**config.mk**
```make
export PLATFORM = sky130hd
export DESIGN_NAME = conv_sequencer
export DESIGN_NICKNAME = d
export VERILOG_FILES = /design/src/rtl/conv_sequencer.sv
export SDC_FILE = /design/constraint.sdc
export NUM_CORES = 1
export LEC_CHECK = 0
export BUFFER_PORTS_ARGS = -buffer_cell sky130_fd_sc_hd__buf_4
export CORE_MARGIN = 5
export CORE_UTILIZATION = 63
export DETAILED_ROUTE_END_ITERATION = 8
export GPL_TIMING_DRIVEN = 0
export PLACE_DENSITY = 0.85
export SKIP_CTS_REPAIR_TIMING = 1
export SYNTH_ARGS = -nofsm -noshare
export SYNTH_HDL_FRONTEND = slang
export SYNTH_SLANG_ARGS = --single-unit
export TNS_END_PERCENT = 50
```
**constraint.sdc**
```tcl
create_clock -name clk -period 4.3 [get_ports clk]
set_input_delay 0 -clock clk [delete_from_list [all_inputs] [get_ports clk]]
set_output_delay 0 -clock clk [all_outputs]
set_load 0.01 [all_outputs]
```
**src/rtl/conv_sequencer.sv**
```systemverilog
module conv_sequencer #(
  parameter int         RES_W        = 10,
  parameter int         CONV_TICKS   = 10,
  parameter int         SETTLE_TICKS = 2,
  parameter logic [7:0] A_RESET      = 8'h01,
  parameter logic [7:0] A_DIV        = 8'hD0,
  parameter logic [7:0] A_CTRL       = 8'hD7,
  parameter logic [7:0] A_STAT       = 8'hD9,
  parameter logic [7:0] A_RES0       = 8'hDC
) (
  input  logic             clk,
  input  logic             rst_n,
  input  logic             cnv_tick,
  input  logic [RES_W-1:0] cnv_result,
  output logic [1:0]       cnv_ch,
  output logic             cnv_busy,
  output logic [7:0]       cnv_div,
  input  logic             host_sel,
  input  logic             host_we,
  input  logic [7:0]       host_wbyte,
  input  logic             host_re,
  output logic [7:0]       host_rbyte,
  output logic             host_rvalid
);
  localparam int NCH  = 4;
  localparam int CW   = $clog2(NCH);
  localparam int SLOT = CONV_TICKS + SETTLE_TICKS;
  localparam int SW   = $clog2(SLOT);

  function automatic logic [NCH-1:0] en_of(input logic [7:0] c);
    return {c[1], c[2], c[3], c[4]};
  endfunction

  function automatic logic [CW-1:0] next_en(input logic [NCH-1:0] e, input logic [CW-1:0] c);
    logic [CW-1:0] r;
    logic [CW-1:0] idx;
    r = c;
    for (int k = NCH; k >= 1; k--) begin
      idx = c + CW'(k);
      if (e[idx]) r = idx;
    end
    return r;
  endfunction

  logic [NCH-1:0][RES_W-1:0] res_q;
  logic [7:0]    ctrl_q, div_q, addr_q, rd_byte;
  logic [SW-1:0] slot_q;
  logic [CW-1:0] cur_q;
  logic [1:0]    wcnt_q;
  logic          rcnt_q, have_addr_q, unsafe_q;
  logic [NCH-1:0] en;
  logic          active, wr_go, addr_go, data_go, gclr, ctrl_wr, div_wr, rd_go, rd_res;
  logic [15:0]   sel_res;

  assign en      = en_of(ctrl_q);
  assign active  = ctrl_q[6] & ctrl_q[5] & (|en);
  assign wr_go   = host_sel & host_we;
  assign addr_go = wr_go & ~have_addr_q;
  assign data_go = wr_go & have_addr_q & (wcnt_q == 2'd0);
  assign gclr    = addr_go & (host_wbyte == A_RESET);
  assign ctrl_wr = data_go & (addr_q == A_CTRL);
  assign div_wr  = data_go & (addr_q == A_DIV);
  assign rd_go   = host_sel & host_re & ~host_we & have_addr_q;
  assign rd_res  = rd_go & (addr_q[7:CW] == A_RES0[7:CW]);
  assign sel_res = 16'(res_q[addr_q[CW-1:0]]);

  assign cnv_ch   = cur_q;
  assign cnv_busy = active;
  assign cnv_div  = div_q;

  always_ff @(posedge clk or negedge rst_n) begin
    if (!rst_n) begin
      have_addr_q <= 1'b0;
      addr_q      <= '0;
      wcnt_q      <= '0;
      rcnt_q      <= 1'b0;
    end else if (!host_sel) begin
      have_addr_q <= 1'b0;
      wcnt_q      <= '0;
      rcnt_q      <= 1'b0;
    end else begin
      if (addr_go) begin
        have_addr_q <= 1'b1;
        addr_q      <= host_wbyte;
      end
      if (wr_go && have_addr_q && wcnt_q != 2'd3) wcnt_q <= wcnt_q + 2'd1;
      if (rd_go) rcnt_q <= 1'b1;
    end
  end

  always_ff @(posedge clk or negedge rst_n) begin
    if (!rst_n) begin
      ctrl_q   <= '0;
      div_q    <= '0;
      res_q    <= '0;
      slot_q   <= '0;
      cur_q    <= '0;
      unsafe_q <= 1'b0;
    end else if (gclr) begin
      ctrl_q   <= '0;
      div_q    <= '0;
      res_q    <= '0;
      slot_q   <= '0;
      cur_q    <= '0;
      unsafe_q <= 1'b0;
    end else begin
      if (div_wr) div_q <= host_wbyte;
      if (rd_res && ctrl_q[5]) unsafe_q <= 1'b1;
      if (ctrl_wr) begin
        ctrl_q <= host_wbyte;
        slot_q <= '0;
        cur_q  <= next_en(en_of(host_wbyte), CW'(NCH - 1));
      end else if (!active) begin
        slot_q <= '0;
        cur_q  <= next_en(en, CW'(NCH - 1));
      end else if (cnv_tick) begin
        if (slot_q == SW'(SLOT - 1)) begin
          res_q[cur_q] <= cnv_result;
          slot_q       <= '0;
          cur_q        <= next_en(en, cur_q);
        end else begin
          slot_q <= slot_q + SW'(1);
        end
      end
    end
  end

  always_comb begin
    rd_byte = 8'h00;
    if (addr_q[7:CW] == A_RES0[7:CW])
      rd_byte = rcnt_q ? sel_res[15:8] : sel_res[7:0];
    else if (addr_q == A_STAT && !rcnt_q)
      rd_byte = {7'b0, unsafe_q};
  end

  always_ff @(posedge clk or negedge rst_n) begin
    if (!rst_n) begin
      host_rbyte  <= '0;
      host_rvalid <= 1'b0;
    end else begin
      host_rvalid <= rd_go;
      if (rd_go) host_rbyte <= rd_byte;
    end
  end

  p_slot_edge_r3: assert property (@(posedge clk) disable iff (!rst_n)
    (res_q != $past(res_q)) |-> ($past(cnv_tick && slot_q == SW'(SLOT - 1)) || $past(gclr)));
  p_slot_bound_r3: assert property (@(posedge clk) disable iff (!rst_n)
    slot_q < SW'(SLOT));
  p_serve_enabled_r5: assert property (@(posedge clk) disable iff (!rst_n)
    cnv_busy |-> en[cnv_ch]);
  p_frozen_r6: assert property (@(posedge clk) disable iff (!rst_n)
    (!ctrl_q[5] && !gclr) |=> $stable(res_q));
  p_flag_sticky_r7: assert property (@(posedge clk) disable iff (!rst_n)
    (unsafe_q && !gclr) |=> unsafe_q);
  p_flag_set_r7: assert property (@(posedge clk) disable iff (!rst_n)
    (rd_res && ctrl_q[5]) |=> unsafe_q);
  p_rd_latency_r10: assert property (@(posedge clk) disable iff (!rst_n)
    rd_go |=> host_rvalid);
endmodule

```
==> impl_results.md, run 1 <==
* Core area at 6240 um2
* Largest net degree at the start of global routing at 83
* Pleak at 2.58 nW
* Clock network power share at 32.4%
* Sequential share of power at 56.7%
* Clk buf depth at 2
* # clock sinks at 82
* Synth top area cells: dfrtp_1, mux2i_1, mux4_2, nor2_1, mux2_2
* Headroom to the max-slew limit at 33.5%
* Register area share after synthesis at 51.4%
* Compound-Gate Fraction of Synth Area at 6.39%
* Setup CP Type: reg -> reg
* Worst-Skew Late Latency at 0.34 ns
* Final Setup Violations at 0
* CP Buf/Inv Count at 2
* Top post-synthesis cells by count: dfrtp_1, nor2_1, mux2i_1
* Worst Tran Pin Value at 0.997 ns
* Netlist Area Pre-Place at 3990 um2
* Die Height at 89.6 um
* Top cell type by total area after synthesis: dfrtp_1
* Setup crit end kind: flip-flop
* Xor and xnor fraction of the mapped netlist area at 0.658%
* Skew final at 0.00877 ns
* Fin. Hold Viols at 0
* Hold Crit Start: host_re
* Root Driver: clkbuf_8
* DRC viols at 0
* CTS tree: yes
* DR vias/cell at 5.88
* Pwr dens at 301 nW/um2
* Power Total at 1.44 mW
* Worst min path class: in -> reg
* Number of global-route vias before repair at 2,769
* CP Max Fanout at 10
* Fin worst setup slack at 1.81 ns
* Synth async-reset ratio at 100%
* Seq cells post-synth at 82
* Largest family of logic cells by synthesized area: multiplexers
* Comb power frac at 10.9%
* Initial DRC count at 221
* R2R cell count at 7
* Final Cycle Share at 58.0%
* Final #Nets at 451
* Tot GR Track Use at 23.6%
* GP Congestion at 0.870
* Remaining antenna violation count after routing at 0
* DR pass1 iterations at 5
* Pre-CTS setup slack at 1.81 ns
* CP max-delay cell: dfrtp_1
* Rows at 29
* Status: finished, final reports clean
* Clock edge transition at the registers on the reported setup and hold paths at 0.08 ns
* Adder-cell share of the synthesized area at 2.19%
* Hold depth at 3
* Top-count cell post-synth: dfrtp_1
* Area Growth Syn to Fin at 19.8%
* Sw frac at 25.3%
* Syn avg cell area at 11.6 um2
* Final wirelength at 8990 um
* Synth cell types at 46
* Final Core Density at 76.6%
* Maximum vdd drop at 0.265 mV
* Fin. max-slew vios at 0
* Die X at 89.6 um
* Critical Path Start Type: flip-flop
* Critical Path Source: cnv_ch[0]
* Highest clock rate at 0.401 GHz
* DR WL/cell at 17.9 um
* Cell depth of the worst setup path at 7
* Num CTS Buffers at 9
* R2R Path Start: cnv_ch[0]
* Syn nets at 375
* Ys flop type: dfrtp_1
* Area fraction in and, or, nand and nor cells after synthesis at 14.6%
* Worst Path Required at 4.53 ns
* First-pass GRT wire length at 14,100 um
* Share of the synthesized area in the top cell type at 51.4%
* Initial Utilization at 64.0%
* Critical path's top delay family: simple AND/OR/NAND/NOR gates
* Diode count at 0
* Internal Power at 1.07 mW
* Die area at 8030 um2
* Max incr delay on CP at 0.42 ns
* RSZ-0062 raised after global routing: false
* DR vias at 2,946
* Setup TNS at 0 ns
* # port buffers at 43
* Grt ovf at 0
* Min Tclk post-route at 2.49 ns
* Htree depth at 3
* Worst Path Arrival at 2.72 ns
* Post-synth EDFFs at 0
* Warnings, synthesis at 0
* Syn Inst Count at 344
* CP Cell Sequence: clkbuf_1 -> inv_1 -> ha_1 -> or3_1 -> and3_1 -> o21ai_1 -> mux2_2
* Post-synthesis mux area share at 21.1%
* Max cap viols at 0
* Post-DP HPWL at 5910 um
* Initial antenna violation count at 0
* Fraction of layout cells with a size suffix above 1 at 21.2%
* Psw at 0.363 mW
* Io pins at 44
worst reg2reg max path, delay by kind of cell (launching register included):
family / cells / cell delay [ns]
buf+inv: 2 / 0.53
compound gates: 1 / 0.13
fa+ha+maj: 1 / 0.40
simple gates: 2 / 0.55
mux: 1 / 0.35
flops: 1 / 0.42
kinds of logic after synthesis:
group | count (synthesis)
flops | 82
fa+ha+maj | 7
simple gates | 114
compound gates | 38
buf+inv | 30
mux | 70
xor+xnor | 3
layer usage:
metal / track usage, % / share of wire, %
met3: 4.29 / 4.8
met1: 35.2 / 43
met2: 35.5 / 50
met4: 7.31 / 1.3
met5: 0 / 0
stage by stage:
stage                     instance area [um2]  hold WS [ns]  std cells
after global placement                   4410         0.230        464
after CTS                                4560        -0.137        479
after global routing                     4780         0.334        501
after floorplan                          3990        -0.296        344
after detailed placement                 4410         0.234        464
final                                    4780         0.310        501
power groups by stage:
stage / sequential [mW] / combinational (mW) / clock (mW)
global route: 0.818 / 0.171 / 0.511
detailed placement: 0.829 / 0.140 / 0
finish: 0.815 / 0.157 / 0.465
floorplan: 0.826 / 0.0750 / 0
global placement: 0.828 / 0.137 / 0
CTS: 0.815 / 0.141 / 0.471
flip-flops by register name, summed over array words and instances, names as in the netlist:
signal and cells:
wcnt_q 2, cnv_ch 2, have_addr_q 1, host_rvalid 1
addr_q 8, unsafe_q 1, slot_q 4, res_q 40
ctrl_q 6, cnv_div 8, rcnt_q 1, host_rbyte 8
placed cells by master, fill, tap and decap left out, drive strengths merged, types with 2 or more instances in the layout:
| cell type | instances |
|---|---|
| a21o | 2 |
| a21oi | 8 |
| a22o | 9 |
| buf | 50 |
| clkbuf | 20 |
| clkinv | 2 |
| dfrtp | 82 |
| dlygate4sd3 | 22 |
| ha | 7 |
| inv | 15 |
| mux2 | 13 |
| mux2i | 47 |
| mux4 | 10 |
| nand2 | 17 |
| nand2b | 2 |
| nand3 | 2 |
| nand4 | 6 |
| nand4b | 3 |
| nor2 | 54 |
| nor2b | 2 |
| nor3 | 6 |
| nor4 | 7 |
| o21ai | 12 |
| or2 | 5 |
| or3 | 3 |
| or4 | 2 |
| xnor2 | 2 |
worst paths after layout:
| check | endpoint | slack, ns |
|---|---|---|
| max | cnv_ch[0] | 1.81 |
| min | rcnt_q | 0.31 |
| max reg2reg | cnv_ch[0] | 1.81 |
| min reg2reg | host_rbyte[7] | 0.48 |
| max in group asynchronous | addr_q[4] | 3.30 |
| min in group asynchronous | res_q[29] | 0.37 |
cell type report:
type / instances / area, um2
tap: 77 / 96.3
inverter: 15 / 56.3
clock inverter: 3 / 17.5
fill: 406 / 1460
clock buffer: 12 / 135
multi-input combinational: 232 / 1790
timing repair buffer: 65 / 543
sequential: 82 / 2050
buffer: 15 / 90.1
(Power assumes the default switching activity.)
==> inputs of run 2 (changes only) <==
CORE_UTILIZATION = 58   (was 63)
PLACE_DENSITY = 0.79   (was 0.85)
clock period = 2.5 ns   (was 4.3 ns; I/O delays follow)
==> impl_results.md, run 2 (synthesized netlist as in run 1, its figures left out) <==
* Psw at 0.645 mW (+78%)
* Worst Tran Pin Value at 1.00 ns (+0.00630 ns)
* Pre-CTS setup slack at 0.0586 ns (-1.75 ns)
* Sw frac at 25.6% (+0.32 points)
* Final Setup Violations at 0 (unchanged)
* Critical Path Start Type: flip-flop
* DR vias/cell at 5.74 (-2.3%)
* Root Driver: clkbuf_8
* Max reg flops at 40 (unchanged)
* Worst Path Arrival at 2.57 ns (-0.15 ns)
* Die area at 8640 um2 (+7.6%)
* Clock network power share at 33.8% (+1.4 points)
* Fin worst setup slack at 0.177 ns (-1.63 ns)
* Worst min path class: in -> reg
* Pwr dens at 526 nW/um2 (+75%)
* Grt ovf at 0 (unchanged)
* Dpl cell area at 4410 um2 (about the same)
* Largest net degree at the start of global routing at 83 (unchanged)
* CTS tree: yes
* Area Growth Syn to Fin at 20.2%
* Fill count at 481 (+18%)
* Fraction of layout cells with a size suffix above 1 at 21.8% (+0.57 points)
* Headroom to the max-slew limit at 33.1% (-0.42 points)
* Sequential share of power at 55.7% (-1.0 points)
* CP Max Fanout at 13 (+3)
* Die X at 93.0 um (+3.8%)
* Reg with most FFs: res_q
* Status: finished, final reports clean
* Setup TNS at 0 ns (unchanged)
* Final hold slack at 0.290 ns (-0.0200 ns)
* Tot GR Track Use at 21.0% (-2.6 points)
* DRC viols at 0 (unchanged)
* Post-DP HPWL at 5760 um (-2.4%)
* Maximum vdd drop at 0.417 mV (+57%)
* First-pass GRT wire length at 14,100 um (about the same)
* Setup crit end kind: flip-flop
* Most frequent cells in the layout: dfrtp_1, nor2_1, mux2i_1
* DR WL/cell at 17.1 um (-4.6%)
* Clk buf depth at 2 (unchanged)
* Highest clock rate at 0.430 GHz (+7.4%)
* Skew final at 0.00959 ns (+0.000821 ns)
* Io pins at 44 (unchanged)
* Max cap viols at 0 (unchanged)
* Rows at 30 (+3.4%)
* Initial Utilization at 59.1% (-4.9 points)
* Comb power frac at 10.5% (-0.4 points)
* Setup CP Type: reg -> reg
* Remaining antenna violation count after routing at 0 (unchanged)
* Min Tclk post-route at 2.32 ns (-0.171 ns)
* Htree depth at 3 (unchanged)
* GP Congestion at 0.821 (-5.6%)
* Final #Nets at 449 (-0.44%)
* DR vias at 2,883 (-2.1%)
* Num CTS Buffers at 9 (unchanged)
* Final instance area at 4800 um2 (+0.29%)
* Diode count at 0 (unchanged)
* Internal Power at 1.88 mW (+75%)
* Clock edge transition at the registers on the reported setup and hold paths at 0.08 ns (about the same)
* # port buffers at 43 (unchanged)
* Initial DRC count at 226 (+2.3%)
* Most common cell after layout, fill and taps aside: dfrtp_1
* Core area at 6760 um2 (+8.3%)
* Worst Path Required at 2.74 ns (-1.79 ns)
* # clock sinks at 82 (unchanged)
* Die Height at 93.0 um (+3.8%)
* RSZ-0062 raised after global routing: false
* Final Cycle Share at 92.9% (+35 points)
* Final wirelength at 8590 um (-4.4%)
* Pleak at 2.58 nW (+0.11%)
* Fin. Hold Viols at 0 (unchanged)
* Worst-Skew Late Latency at 0.35 ns (about the same)
* Number of global-route vias before repair at 2,838 (+2.5%)
* Initial antenna violation count at 0 (unchanged)
* DR pass1 iterations at 4 (-1)
* Fin. max-slew vios at 0 (unchanged)
* Final Core Density at 71.0% (-5.6 points)
==> run 2: cell count changes in the layout (fill, tap and decap cells not counted), sizes merged <==
cell,change
clkbuf,-3
clkinvlp,+1
==> run 2: power groups by stage <==
stage / registers [mW] / logic, mW / clock network, mW
after global placement: 1.42 / 0.237 / 0
after global routing: 1.41 / 0.290 / 0.920
after floorplan: 1.42 / 0.129 / 0
after CTS: 1.40 / 0.244 / 0.871
after detailed placement: 1.43 / 0.243 / 0
final: 1.40 / 0.264 / 0.853
==> run 2: worst paths after layout <==
kind / endpoint / slack, ns / cells after the start / start
hold reg to reg: host_rbyte[5] / 0.48 / 2 / host_rbyte[5]
setup reg to reg: cnv_ch[0] / 0.18 / 6 / cnv_ch[0]
hold / removal: rcnt_q / 0.29 / 3 / host_re
max in group asynchronous: slot_q[0] / 1.49 / 2 / rst_n
min in group asynchronous: res_q[27] / 0.35 / 2 / rst_n
setup / recovery: cnv_ch[0] / 0.18 / 6 / cnv_ch[0]
==> run 2: cell type report <==
cell class | instances | area (um2) | share of cell area, %
clock buffers | 11 | 141 | 2.95
multi-input cells | 232 | 1790 | 37.4
well taps | 80 | 100 | 2.09
repair buffers | 65 | 543 | 11.3
inverters | 15 | 56.3 | 1.17
plain buffers | 13 | 82.6 | 1.72
flip-flops and latches | 82 | 2050 | 42.8
clock inverters | 4 | 28.8 | 0.600
==> run 2: worst max-delay path, cell delays in order, from the launching register on <==
cell and delay (ns):
dfrtp_1 0.58, inv_1 0.19, ha_1 0.39, or3_1 0.40, and3_1 0.15, o21ai_1 0.15
mux2_2 0.35
==> run 2: metrics by stage <==
| step | std cells | power [mW] |
|---|---|---|
| after floorplan | 344 | 1.55 |
| after global placement | 467 | 1.66 |
| after detailed placement | 467 | 1.67 |
| after CTS | 482 | 2.51 |
| after global routing | 502 | 2.62 |
| final | 502 | 2.52 |
==> run 2: metal layers <==
metal | vias to the layer above | global-route usage [%] | wire length [um]
met1 | 1413 | 29.5 | 3750
met5 | - | 0 | 0
met2 | 79 | 33.7 | 4300
met3 | 14 | 3.82 | 408
li1 | 1377 | - | -
met4 | 0 | 5.49 | 125
